**src/rtl/gsc_pkg.sv**
```systemverilog
package gsc_pkg;
  typedef enum logic [1:0] {
    DRV_LO = 2'b00,
    DRV_HI = 2'b01,
    DRV_Z  = 2'b10
  } drv_t;
endpackage

```
**src/rtl/gsc_sync.sv**
```systemverilog
module gsc_sync #(
  parameter int WIDTH  = 4,
  parameter int STAGES = 2
) (
  input  logic             clk,
  input  logic             rst,
  input  logic [WIDTH-1:0] d_async,
  output logic [WIDTH-1:0] q_sync
);
  logic [WIDTH-1:0] stg [STAGES];

  always_ff @(posedge clk) begin
    if (rst) stg[0] <= '0;
    else     stg[0] <= d_async;
  end

  generate
    for (genvar s = 1; s < STAGES; s++) begin : g_stage
      always_ff @(posedge clk) begin
        if (rst) stg[s] <= '0;
        else     stg[s] <= stg[s-1];
      end
    end
  endgenerate

  assign q_sync = stg[STAGES-1];
endmodule

```
**src/rtl/gsc_channel.sv**
```systemverilog
module gsc_channel
  import gsc_pkg::*;
(
  input  logic       clk,
  input  logic       rst,
  input  logic       en,
  input  logic       fsync,
  input  logic       vclk,
  output logic [1:0] ckp_code,
  output logic [1:0] ckn_code,
  output logic       share
);
  logic vclk_q;
  logic tog_q;
  logic fall;
  logic tog_nxt;
  logic idle;
  drv_t ckp_q, ckn_q;

  always_comb begin
    fall    = vclk_q & ~vclk;
    tog_nxt = en ? (tog_q ^ fall) : 1'b0;
    idle    = ~vclk & ~fsync;
  end

  always_ff @(posedge clk) begin
    if (rst) begin
      vclk_q <= 1'b0;
      tog_q  <= 1'b0;
      ckp_q  <= DRV_LO;
      ckn_q  <= DRV_LO;
      share  <= 1'b0;
    end else begin
      vclk_q <= vclk;
      tog_q  <= tog_nxt;
      if (!en) begin
        ckp_q <= DRV_LO;
        ckn_q <= DRV_LO;
        share <= 1'b0;
      end else if (idle) begin
        ckp_q <= DRV_Z;
        ckn_q <= DRV_Z;
        share <= 1'b1;
      end else begin
        ckp_q <= tog_nxt ? DRV_HI : DRV_LO;
        ckn_q <= tog_nxt ? DRV_LO : DRV_HI;
        share <= 1'b0;
      end
    end
  end

  assign ckp_code = ckp_q;
  assign ckn_code = ckn_q;
endmodule

```
**src/rtl/gsc_start.sv**
```systemverilog
module gsc_start
  import gsc_pkg::*;
(
  input  logic       clk,
  input  logic       rst,
  input  logic       en,
  input  logic       fsync,
  input  logic       vclk0,
  output logic [1:0] start_code,
  output logic       frame_mark
);
  logic fsync_q;
  drv_t start_q;

  always_ff @(posedge clk) begin
    if (rst) begin
      fsync_q    <= 1'b0;
      start_q    <= DRV_LO;
      frame_mark <= 1'b0;
    end else begin
      fsync_q    <= fsync;
      frame_mark <= en & fsync & ~fsync_q;
      if (!en || !fsync) start_q <= DRV_LO;
      else if (!vclk0)   start_q <= DRV_HI;
      else               start_q <= DRV_Z;
    end
  end

  assign start_code = start_q;
endmodule

```
**src/rtl/gate_scan_ctrl.sv**
```systemverilog
module gate_scan_ctrl #(
  parameter int NCH         = 2,
  parameter int SYNC_STAGES = 2
) (
  input  logic             clk,
  input  logic             rst,
  input  logic             enable_in,
  input  logic             frame_sync_in,
  input  logic [NCH-1:0]   vclk_in,
  output logic [2*NCH-1:0] ckp_drv,
  output logic [2*NCH-1:0] ckn_drv,
  output logic [NCH-1:0]   share_en,
  output logic [1:0]       start_drv,
  output logic             frame_start
);
  localparam int SW = NCH + 2;

  logic [SW-1:0]  raw_bus;
  logic [SW-1:0]  syn_bus;
  logic           en_s;
  logic           fs_s;
  logic [NCH-1:0] vclk_s;

  assign raw_bus = {enable_in, frame_sync_in, vclk_in};

  gsc_sync #(.WIDTH(SW), .STAGES(SYNC_STAGES)) u_sync (
    .clk     (clk),
    .rst     (rst),
    .d_async (raw_bus),
    .q_sync  (syn_bus)
  );

  assign en_s   = syn_bus[SW-1];
  assign fs_s   = syn_bus[SW-2];
  assign vclk_s = syn_bus[NCH-1:0];

  generate
    for (genvar c = 0; c < NCH; c++) begin : g_ch
      gsc_channel u_ch (
        .clk      (clk),
        .rst      (rst),
        .en       (en_s),
        .fsync    (fs_s),
        .vclk     (vclk_s[c]),
        .ckp_code (ckp_drv[2*c+1:2*c]),
        .ckn_code (ckn_drv[2*c+1:2*c]),
        .share    (share_en[c])
      );
    end
  endgenerate

  gsc_start u_start (
    .clk        (clk),
    .rst        (rst),
    .en         (en_s),
    .fsync      (fs_s),
    .vclk0      (vclk_s[0]),
    .start_code (start_drv),
    .frame_mark (frame_start)
  );
endmodule

```
**config.mk**
```make
export PLATFORM = sky130hd
export DESIGN_NAME = gate_scan_ctrl
export DESIGN_NICKNAME = d
export VERILOG_FILES = /design/src/rtl/gsc_pkg.sv /design/src/rtl/gsc_sync.sv /design/src/rtl/gsc_channel.sv /design/src/rtl/gsc_start.sv /design/src/rtl/gate_scan_ctrl.sv
export SDC_FILE = /design/constraint.sdc
export NUM_CORES = 1
export LEC_CHECK = 0
export BUFFER_PORTS_ARGS = -buffer_cell sky130_fd_sc_hd__clkbuf_2
export CORE_AREA = 4 4 46 48
export DETAILED_ROUTE_END_ITERATION = 8
export DIE_AREA = 0 0 50 52
export PLACE_DENSITY = 0.7
export RECOVER_POWER = 50
export SYNTH_ARGS = -nofsm -noshare
export SYNTH_HDL_FRONTEND = slang
export SYNTH_SLANG_ARGS = --single-unit
```
**constraint.sdc**
```tcl
create_clock -name clk -period 2.22 [get_ports clk]
set_input_delay 0.111 -clock clk [delete_from_list [all_inputs] [get_ports clk]]
set_output_delay 0.111 -clock clk [all_outputs]
set_load 0.02 [all_outputs]
```
# Yosys cells after proc, flatten, opt, wreduce, memory -nomap -nowiden
# Memory sizes are Yosys's and may differ from the RTL's.
# Cells that the tools add are included.
# word_totals
register_bits,18
mem_bits_rw,8
input_bits,6
output_inout_bits,13
wordCells,58
n_memories,1
# classes
n_mux,18
n_bitwise,15
reduce_logical,7
# mem_list
memory,depth,width,read_ports,rd_clocked_by_memory_dff,wr,line,rtl
u_sync.stg,2,4,2,0,2,gsc_sync.sv:10,logic [WIDTH-1:0] stg [STAGES];
# op_table
op,n
$mux W1,11
$mux W2,5
$mux W4,2
$and A1 B1 Y1,6
$reduce_or A3 Y1,2
$not A1 Y1,5
$reduce_or A2 Y1,2
$logic_not A1 Y1,2
$or A1 B1 Y1,2
$xor A1 B1 Y1,2
$logic_or A1 B1 Y1,1

# Longest topological paths before layout
# Gate-level depths: netlist of the first run.
# An unclocked memory read counts as a cell.
# depth
word_depth,7
mapped_depth,3
depth_no_buf,3

# Modules after synthesis
# A second synthesis of the first run with hierarchy kept.
# hier_totals
cells_unflattened,60
hier_area_um2,729.4
# modules_own_cells
mod,n_inst,cells_per_inst,area_per_inst_um2,seq_area_each_um2
gsc_channel,2,18,197.7,100.1
gsc_sync,1,16,210.2,160.2
gsc_start,1,8,123.9,80.1

# Worst setup path before layout of the first run
# No wires, ideal clock.
# synth_timing
path_kind,reg2reg
from,memory u_sync.stg[1][0]
to,register g_ch[0].u_ch.ckn_q[0]
setup_ps,120
arrival_ps,745
slack_ps,1355
stages_incl_launch_ff,4
n_path_buf,0
period_less_slack_ps,865
cell_sequence,dfxtp_1 > nor2b_2 > xnor2_2 > nor3b_2
# synth_lines
element,line,rtl
"start, declared",gsc_sync.sv:10,
"end signal, assigned",gsc_channel.sv:46,ckn_q <= tog_nxt ? DRV_LO : DRV_HI;
"end, declared",gsc_channel.sv:18,"drv_t ckp_q, ckn_q;"

==> metrics.txt, run 1 <==
Mapped Avg Cell Area 11.3 µm²; post-route worst setup slack 1.24 ns; Top-Level Pins 19; fraction of synthesized cell area taken by the top area cell type 0.607; row cnt 15; cell area after placement 788 µm²; static leakage 0.318 nW; simple-gate share of the synthesized area 0.240; first-iteration detailed-routing DRC count 0; final cycle utilization of the critical path 0.440; sequential standard cell area 440 µm²; Final Critical Period 0.976 ns; total power divided by cell area 748 nW/µm²; main combinational cell family by area after synthesis simple AND/OR/NAND/NOR gates; fin cells 101; clock edge transition at the registers on the reported setup and hold paths approximately 0.1 ns; Gate Count Post-Synth 64; CTS sink cnt 22; H-tree level count 1; mux contribution to synthesized area 0; element type at the critical path end flip-flop; number of distinct standard cells referenced by the synthesized netlist 18; pin count of the biggest net entering global routing 14; number of filler cells placed in the layout 170; worst endpoint required time 2.44 ns; dominant cell type by area after synthesis dfxtp_1; Arrival @ worst endpoint 1.20 ns; slew at the pin closest to its max-slew limit 0.452 ns; fraction of layout instances using a drive strength above 1 0.263; max-slew violation total from the final report 0; Die W 50 µm; CTS tree yes; final core utilization 0.470; relative slew slack 0.699; count of antenna diodes in the layout 0; area of the core region about 1700 µm²; post-synthesis compound-gate area fraction 0.0276; run status finished, final reports clean; setup repair after global routing missed its margin no; post-route cell area 803 µm²; final total negative setup slack 0 ns; CTS-repair resized insts 0; number of endpoints with negative hold slack in the final report 0; Crit Path Category flip-flop to flip-flop; Power Total 601 µW; DRT antenna net count 0; effective utilization at floorplan 0.425; hold crit path type input port to flip-flop; xor/xnor cell area share of the yosys netlist 0.0345; die area approximately 2600 µm²; first-pass GRT wire length roughly 1600 µm; 1st-pass router iterations 1; final WL 872 µm; deepest clock path buffer count 2; sequential cell area fraction in the yosys report 0.607; number of nets in the synthesized netlist 70; overall die height 52 µm; number of nets in the layout 84; initial antenna violation count 0; Max Fclk 1.02 GHz; cell types occupying the most area after synthesis dfxtp_1, nor2b_1, buf_4, nor3b_2, a21oi_1; via count of the routed design ~420; worst slack on hold paths 0.0183 ns; number of hold buffers added after cts 0; average vias per placed instance between 4 and 5; Worst Path Max Fanout 7; Clk Tree Root Cell clkbuf_4; VDD IR-drop max 412 µV; number of buffers inserted during clock tree synthesis 3; insertion delay to the later sink of the worst-skew pair 0.29 ns; area of the mapped netlist between 700 and 800 µm²; number of placed instances with taps included 98; area of the multi-input gates 219 µm²; average detailed-routed wire length per instance between 8 and 9 µm; final RePlAce weighted congestion 0.718; Post-CTS Setup Repair Bufs 0; Layout area overhead 10.7%; worst slack after detailed placement 1.25 ns; via count of the first global-routing pass 401; crit path launch type flip-flop; Clock Skew 0.00273 ns; overall fraction of global-route tracks in use 0.0824; Syn. warnings 0; adder-cell area share of the yosys netlist 0; leftover overflow at the end of global routing 0; max-cap viol count 0; count of port buffers added during placement 18; synthesized flop and latch total 22; setup-violating endpoint count in the final report 0; number of DRC violations after detailed routing 0
state kept, by name (all words and copies together) (netlist names):
register	flops
u_sync.stg	8
g_ch.u_ch.ckn_code	3
g_ch.u_ch.ckp_code	3
g_ch.u_ch.tog_q	2
g_ch.u_ch.vclk_q	2
u_start.start_code	2
u_start.frame_mark	1
u_start.fsync_q	1
final cells by class:
type                            instances  area share
Sequential cell                        22       0.548
Multi-Input combinational cell         31       0.273
Timing Repair Buffer                   18       0.103
Tap cell                               25      0.0389
Clock buffer                            3      0.0280
Inverter                                2     0.00935
Yosys cell counts, drive strengths merged:
library cell / n
dfxtp: 22
nor3: 4
and4b: 1
nor2: 2
buf: 8
inv: 2
nand2b: 1
xnor2: 2
and3b: 1
nor3b: 3
nor2b: 13
a21oi: 4
clkbuf: 1
report_power, final:
group | leakage, nW | internal [mW] | switching [mW]
Combinational | 0.125 | 0.0134 | 0.0148
Clock | 0.0138 | 0.0631 | 0.100
Sequential | 0.179 | 0.404 | 0.00569
final timing paths:
kind	startpoint	endpoint	slack, ns	depth (start not counted)
worst max-delay path	u_sync.stg[1][0]$_SDFF_PP0_	g_ch[0].u_ch.ckn_code[0]$_SDFF_PP0_	1.24	3
worst min-delay path	frame_sync_in	u_sync.stg[0][2]$_SDFF_PP0_	0.02	2
worst max register to register	u_sync.stg[1][0]$_SDFF_PP0_	g_ch[0].u_ch.ckn_code[0]$_SDFF_PP0_	1.24	3
worst min register to register	u_sync.stg[0][1]$_SDFF_PP0_	u_sync.stg[1][1]$_SDFF_PP0_	0.45	1
cell families (layout without fill, tap and decap cells):
| kind of cell | count (synthesis) | in the layout |
|---|---|---|
| AOI/OAI and AO/OA | 4 | 4 |
| xor gates and xnor gates | 2 | 2 |
| buffers and inverters | 11 | 23 |
| DFF | 22 | 22 |
| and+or+nand+nor | 25 | 25 |
placed cells by master (no fill, tap or decap):
master and instances:
a21oi_1 4, and3b_1 1, and4b_1 1, clkbuf_1 6, clkbuf_2 12, clkbuf_4 3
dfxtp_1 22, inv_1 2, nand2b_1 1, nor2_1 2, nor2b_1 12, nor2b_2 1
nor3_1 3, nor3_2 1, nor3b_1 1, nor3b_2 2, xnor2_1 1, xnor2_2 1
routing by layer:
metal  global-route usage  vias up  wire, µm
li1                     -      222         -
met1               0.0860      180       398
met2                0.133       20       386
met4               0.0276        0         0
met5                    0        -         0
met3               0.0544        0        88
worst max-delay path, stage by stage (launching register included):
cell and delay [ns]:
dfxtp_1 0.45, nor2b_2 0.08, xnor2_2 0.19, nor3b_2 0.19
Note: power is estimated with default switching activity, not from simulation.
==> run 2: changes to the inputs <==
clock period = 0.9 ns   (was 2.22 ns; I/O delays follow)
==> run 2 against run 1 <==
Effect of this change: first-iteration DRC count grew 2; final area grew 19%; global-route usage grew 0.54 points; worst setup slack lost 1.2 ns; via count grew 8.8%; sequential power grew 150%; sequential cell count is the same; critical path type unchanged; largest cell class unchanged; highest routed layer unchanged.
==> metrics.txt, run 2 (synthesis results as in run 1) <==
number of nets in the layout 93; setup-violating endpoint count in the final report 0; fin cells 111; average vias per placed instance 4.14; H-tree level count 1; max-slew violation total from the final report 0; CTS tree yes; DRT antenna net count 0; Arrival @ worst endpoint ~1.1 ns; count of antenna diodes in the layout 0; library cell contributing the largest single delay on the critical path dfxtp_1; Buffers & Inverters on Critical Path 1; sequential standard cell area between 400 and 500 µm²; number of buffers inserted during clock tree synthesis 3; overall die height 52 µm; ordered list of cells on the worst path nor2b_4 -> xnor2_2 -> buf_4 -> nor2_1; endpoint of the worst hold-timing path u_sync.stg[1][2]$_SDFF_PP0_; amount of wire on met2 after detailed routing 488 µm; 1st-pass router iterations 2; wire length on met1 433 µm; effective utilization at floorplan 0.425; static leakage 0.401 nW; initial antenna violation count 0; leftover overflow at the end of global routing 0; number of filler cells placed in the layout 152; via count of the first global-routing pass 442; final total negative setup slack 0 ns; relative slew slack 0.891; Worst Path Max Fanout 2; worst r2r path cells 4; final WL 1000 µm; number of stages on the worst hold path 3; element type at the critical path end flip-flop; clock edge transition at the registers on the reported setup and hold paths 0.11 ns; post-route worst setup slack 0.0424 ns; number of endpoints with negative hold slack in the final report 0; Die W ~50 µm; Min-Delay Startpoint rst; crit path launch type flip-flop; worst endpoint required time 1.10 ns; setup slack of the most critical reg-to-reg path about 0.042 ns; post-route cell area 955 µm²; insertion delay to the later sink of the worst-skew pair roughly 0.30 ns; Final Critical Period 0.858 ns; hold crit path type input port to flip-flop; Top-Level Pins 19; number of placed instances with taps included between 100 and 150; CTS sink cnt 22; total power divided by cell area around 1700 nW/µm²; max-cap viol count 0; first-pass GRT wire length 1750 µm; VDD IR-drop max 1160 µV; pin count of the biggest net entering global routing 13; Crit path largest cell delay 0.33 ns; overall fraction of global-route tracks in use 0.0879; register containing the most flip-flops in the final layout u_sync.stg; average detailed-routed wire length per instance 9.03 µm; max reg flops 8; FF-to-FF End g_ch[0].u_ch.tog_q$_SDFF_PP0_; Critical R2R Launch g_ch[0].u_ch.vclk_q$_SDFF_PP0_; worst slack after detailed placement between 0.01 and 0.015 ns; Max Fclk 1.17 GHz; metal3 WL around 79 µm; row cnt 15; via count of the routed design 459; Clock Skew 0.00466 ns; area of the core region 1710 µm²; count of port buffers added during placement 18; Layout area overhead 31.6%; final RePlAce weighted congestion 0.741; worst slack on hold paths 0.0778 ns; cell family contributing the most delay on the critical path flip-flops; setup repair after global routing missed its margin yes; number of DRC violations after detailed routing 0; most common cell after layout, fill and taps aside dfxtp_1; area of the multi-input gates between 200 and 300 µm²; slew at the pin closest to its max-slew limit between 0.15 and 0.2 ns; die area 2600 µm²; final HPWL from detailed placement 699 µm; cell area after placement 811 µm²; Crit Path Category flip-flop to flip-flop; final cycle utilization of the critical path 0.953; fraction of layout instances using a drive strength above 1 0.500; first-iteration detailed-routing DRC count 2; Clk Tree Root Cell clkbuf_4; uppermost layer routed met3; deepest clock path buffer count 2; run status finished, final reports clean; most used cells in the layout excluding fill and tap cells dfxtp_1, clkbuf_2, nor2b_1
[run 2: layer usage]
metal,vias up,GRT usage
li1,240,-
met1,201,0.0928
met2,18,0.152
met3,0,0.0430
met4,0,0.0276
met5,-,0
[run 2: repair_timing]
action,in CTS,in global routing
hold endpoints to repair,4,0
endpoints found under the setup margin,2,15
pin swaps,1,4
hold buffers,4,0
resized for setup,1,22
setup buffers,1,1
[run 2: worst min-delay path, stage by stage]
cell	delay, ns
clkbuf_2	0.09
buf_4	0.16
nor2b_1	0.05
[run 2: cell type report]
cell class	instances	area share
Inverter	2	0.00786
Timing Repair Buffer	27	0.186
Tap cell	25	0.0328
Multi-Input combinational cell	31	0.266
Sequential cell	22	0.469
Clock buffer	4	0.0380
[run 2: through the flow]
step,util,power (mW)
2_1_floorplan,-,1.09
3_3_place_gp,0.475,1.11
3_5_place_dp,0.475,1.11
4_1_cts,0.525,1.64
5_1_grt,0.559,1.72
6_report,0.559,1.64
[run 2: power by group]
part	switching [mW]	internal (mW)
Combinational	0.0467	0.0625
Clock	0.268	0.247
Sequential	0.0140	0.999
Total	0.329	1.31
[run 2: worst max path at each step]
stage / from / cells after the start / end / slack (ns)
floorplan: u_sync.stg[1][0]$_SDFF_PP0_ / 3 / g_ch[0].u_ch.ckn_code[0]$_SDFF_PP0_ / 0.04
global placement: u_sync.stg[1][3]$_SDFF_PP0_ / 2 / u_start.start_code[0]$_SDFF_PP0_ / 0.02
detailed placement: g_ch[1].u_ch.vclk_q$_SDFF_PP0_ / 3 / g_ch[1].u_ch.ckn_code[0]$_SDFF_PP0_ / 0.01
CTS: g_ch[1].u_ch.vclk_q$_SDFF_PP0_ / 4 / g_ch[1].u_ch.ckp_code[0]$_SDFF_PP0_ / -0.03
global route: g_ch[1].u_ch.vclk_q$_SDFF_PP0_ / 4 / g_ch[1].u_ch.ckp_code[0]$_SDFF_PP0_ / -0.02
finish: g_ch[0].u_ch.vclk_q$_SDFF_PP0_ / 4 / g_ch[0].u_ch.tog_q$_SDFF_PP0_ / 0.04
==> run 3: changes to the inputs <==
CORE_AREA = 4 4 62 64   (was 4 4 46 48)
DIE_AREA = 0 0 66 68   (was 0 0 50 52)
PLACE_DENSITY = 0.44   (was 0.7)
SYNTH_HIERARCHICAL = 1   (was unset)
==> run 3 against run 2 <==
Effect of this change: the run now ends with hold timing left; routed wire length is 9.4% higher; sequential cell count did not move; clock power decreased by 18%; worst hold slack got worse by 0.087 ns; non-clock buffer count fell by 2; final cell count is 17% higher; area after synthesis grew 0.52%; sequential share of layout area decreased by 0.33 points; count of clock-buffer cells in the layout fell by 1; worst setup slack got worse by 0.024 ns; combinational power fell by 4%; critical path type unchanged; highest routed layer is now met4.
==> metrics.txt, run 3 <==
run status finished, violations left; violated checks hold timing; worst slack on hold paths -0.00953 ns; setup slack of the most critical reg-to-reg path 0.02 ns; Clock Skew 0.00219 ns; Buffers & Inverters on Critical Path 0; sequential cell area fraction in the yosys report 0.604; cell with the most instances after synthesis dfxtp_1; cell types occupying the most area after synthesis dfxtp_1, nor2b_1, xnor2_2, buf_4, and4bb_1; 1st-pass router iterations 4; via count of the routed design 457; overall fraction of global-route tracks in use 0.0509; number of distinct standard cells referenced by the synthesized netlist 15; setup-violating endpoint count in the final report 0; DRT antenna net count 0; first-iteration detailed-routing DRC count 8; Power Total approximately 1.5 mW; Clk Tree Root Cell clkbuf_4; dominant register cell in the synthesized netlist dfxtp_1; element type at the critical path end flip-flop; setup repair after global routing missed its margin yes; number of filler cells placed in the layout about 340; Worst Path Max Fanout 3; area of the core region 3280 µm²; cell types with the highest counts after synthesis dfxtp_1, nor2b_1, a21oi_1, buf_4; pin count of the biggest net entering global routing 12; library cell contributing the largest single delay on the critical path dfxtp_1; CTS tree yes; count of flip-flops with a built-in enable after synthesis 0; average vias per placed instance 3.52; max reg flops 8; register containing the most flip-flops in the final layout u_sync/stg; static leakage roughly 0.4 nW; hold crit path type input port to flip-flop; worst r2r path cells 3; count of port buffers added during placement 18; async set-or-reset flop fraction in the synthesized netlist 0; Top-Level Pins 19; area of the mapped netlist 729 µm²; endpoint of the worst hold-timing path g_ch[1].u_ch/vclk_q$_SDFF_PP0_; fraction of synthesized cell area taken by the top area cell type 0.604; Min-Delay Startpoint rst; number of stages on the worst hold path 2; most common cell after layout, fill and taps aside dfxtp_1; VDD IR-drop max 418 µV; H-tree level count 1; slew at the pin closest to its max-slew limit 0.305 ns; total power divided by cell area 1620 nW/µm²; die area 4490 µm²; relative slew slack 0.796; insertion delay to the later sink of the worst-skew pair 0.29 ns; Layout area overhead 30.7%; clock edge transition at the registers on the reported setup and hold paths 0.11 ns; fin cells 130; number of placed instances with taps included 123; number of endpoints with negative hold slack in the final report 1; initial antenna violation count 0; Critical R2R Launch g_ch[0].u_ch/vclk_q$_SDFF_PP0_; number of nets in the synthesized netlist between 60 and 70; worst endpoint required time 1.14 ns; max-cap viol count 0; fraction of layout instances using a drive strength above 1 0.429; deepest clock path buffer count 2; synthesized flop and latch total 22; row cnt 21; crit path launch type flip-flop; average detailed-routed wire length per instance 8.43 µm; count of antenna diodes in the layout 0; Gate Count Post-Synth 60; via count of the first global-routing pass 403; effective utilization at floorplan 0.222; final RePlAce weighted congestion 0.674; Crit Path Category flip-flop to flip-flop; dominant cell type by area after synthesis dfxtp_1; Post-CTS Setup Repair Bufs 0; final cycle utilization of the critical path 0.979; FF-to-FF End g_ch[0].u_ch/ckn_code[0]$_SDFF_PP0_; final total negative setup slack 0 ns; number of buffers inserted during clock tree synthesis 3; ordered list of cells on the worst path nor2b_4 -> xnor2_2 -> nor3b_2; Crit path largest cell delay 0.34 ns; CTS sink cnt 22; Mapped Avg Cell Area 12.2 µm²; max-slew violation total from the final report 0; final core utilization 0.290; number of nets in the layout 92; most used cells in the layout excluding fill and tap cells dfxtp_1, clkbuf_2, nor2b_1; final WL ~1100 µm; Die W 66 µm; Final Critical Period 0.881 ns; Arrival @ worst endpoint 1.12 ns; leftover overflow at the end of global routing 0; number of DRC violations after detailed routing 0; final HPWL from detailed placement 794 µm; first-pass GRT wire length between 1500 and 2000 µm; Max Fclk between 1 and 1.5 GHz; cell family contributing the most delay on the critical path flip-flops; overall die height 68 µm; Syn. warnings 6
==> run 3: cell types whose count changed in the layout (fill, tap and decap cells not counted), sizes merged <==
cell,change
nor3b,-1
and4bb,+2
nand2b,+1
clkbuf,-2
nor2b,-1
and3b,-1
buf,-1
and2b,+1
==> run 3: worst register-to-register path, delay by kind of cell, from the launching register on <==
kind,cells,cell delay (ns)
DFF,1,0.34
and+or+nand+nor,2,0.34
xor gates and xnor gates,1,0.14
==> run 3: per-stage QoR <==
| stage | setup WS, ns | cell area (µm²) |
|---|---|---|
| 2_1_floorplan | 0.0419 | 729 |
| 3_3_place_gp | 0.0631 | 870 |
| 3_5_place_dp | 0.0172 | 870 |
| 4_1_cts | 0.000802 | 938 |
| 5_1_grt | -0.0319 | 953 |
| 6_report | 0.0188 | 953 |
==> run 3: worst max-delay path by stage <==
| stage | from | to | slack [ns] | cells past startpoint |
|---|---|---|---|---|
| after floorplan | u_sync/stg[1][0]$_SDFF_PP0_ | g_ch[0].u_ch/ckn_code[0]$_SDFF_PP0_ | 0.04 | 3 |
| after global placement | g_ch[1].u_ch/vclk_q$_SDFF_PP0_ | g_ch[1].u_ch/ckn_code[0]$_SDFF_PP0_ | 0.06 | 3 |
| after detailed placement | g_ch[1].u_ch/vclk_q$_SDFF_PP0_ | g_ch[1].u_ch/ckn_code[0]$_SDFF_PP0_ | 0.02 | 3 |
| after CTS | g_ch[1].u_ch/vclk_q$_SDFF_PP0_ | g_ch[1].u_ch/ckn_code[0]$_SDFF_PP0_ | 0.0008 | 3 |
| after global routing | g_ch[0].u_ch/vclk_q$_SDFF_PP0_ | g_ch[0].u_ch/ckn_code[0]$_SDFF_PP0_ | -0.03 | 3 |
| final | g_ch[0].u_ch/vclk_q$_SDFF_PP0_ | g_ch[0].u_ch/ckn_code[0]$_SDFF_PP0_ | 0.02 | 3 |
==> run 3: layout make-up <==
type	instances	area [µm²]	share of cell area
Sequential cell	22	444	0.466
Clock buffer	3	22.5	0.0236
Tap cell	46	57.6	0.0604
Multi-Input combinational cell	32	262	0.274
Timing Repair Buffer	25	160	0.168
Inverter	2	7.51	0.00787
==> run 3: logic make-up (layout without fill, tap and decap cells) <==
| kind of cell | after synthesis | after routing | synth area share |
|---|---|---|---|
| xor+xnor | 2 | 2 | 0.0446 |
| buf+inv | 6 | 30 | 0.0515 |
| flops | 22 | 22 | 0.604 |
| compound gates | 4 | 4 | 0.0274 |
| simple gates | 26 | 26 | 0.273 |
==> run 3: report_power, final <==
| group | leakage, nW | switching [mW] | internal, mW |
|---|---|---|---|
| Sequential | 0.181 | 0.0144 | 0.998 |
| Clock | 0.0138 | 0.269 | 0.156 |
| Combinational | 0.196 | 0.0455 | 0.0593 |
==> run 3: timing repair <==
item,4_1_cts,5_1_grt
resized for setup,2,13
pin swaps,1,2
hold buffers,4,0
setup endpoints to repair,1,9
endpoints found under the hold margin,4,0
gates cloned,0,0
==> run 3: routing by layer <==
layer | wire length [µm] | share of wire | vias to the layer above | track usage
met4 | 19 | 0.017 | 0 | 0.0305
met5 | 0 | 0 | - | 0
met2 | 473 | 0.43 | 20 | 0.0776
met1 | 505 | 0.46 | 195 | 0.0607
li1 | - | - | 240 | -
met3 | 97 | 0.089 | 2 | 0.0197
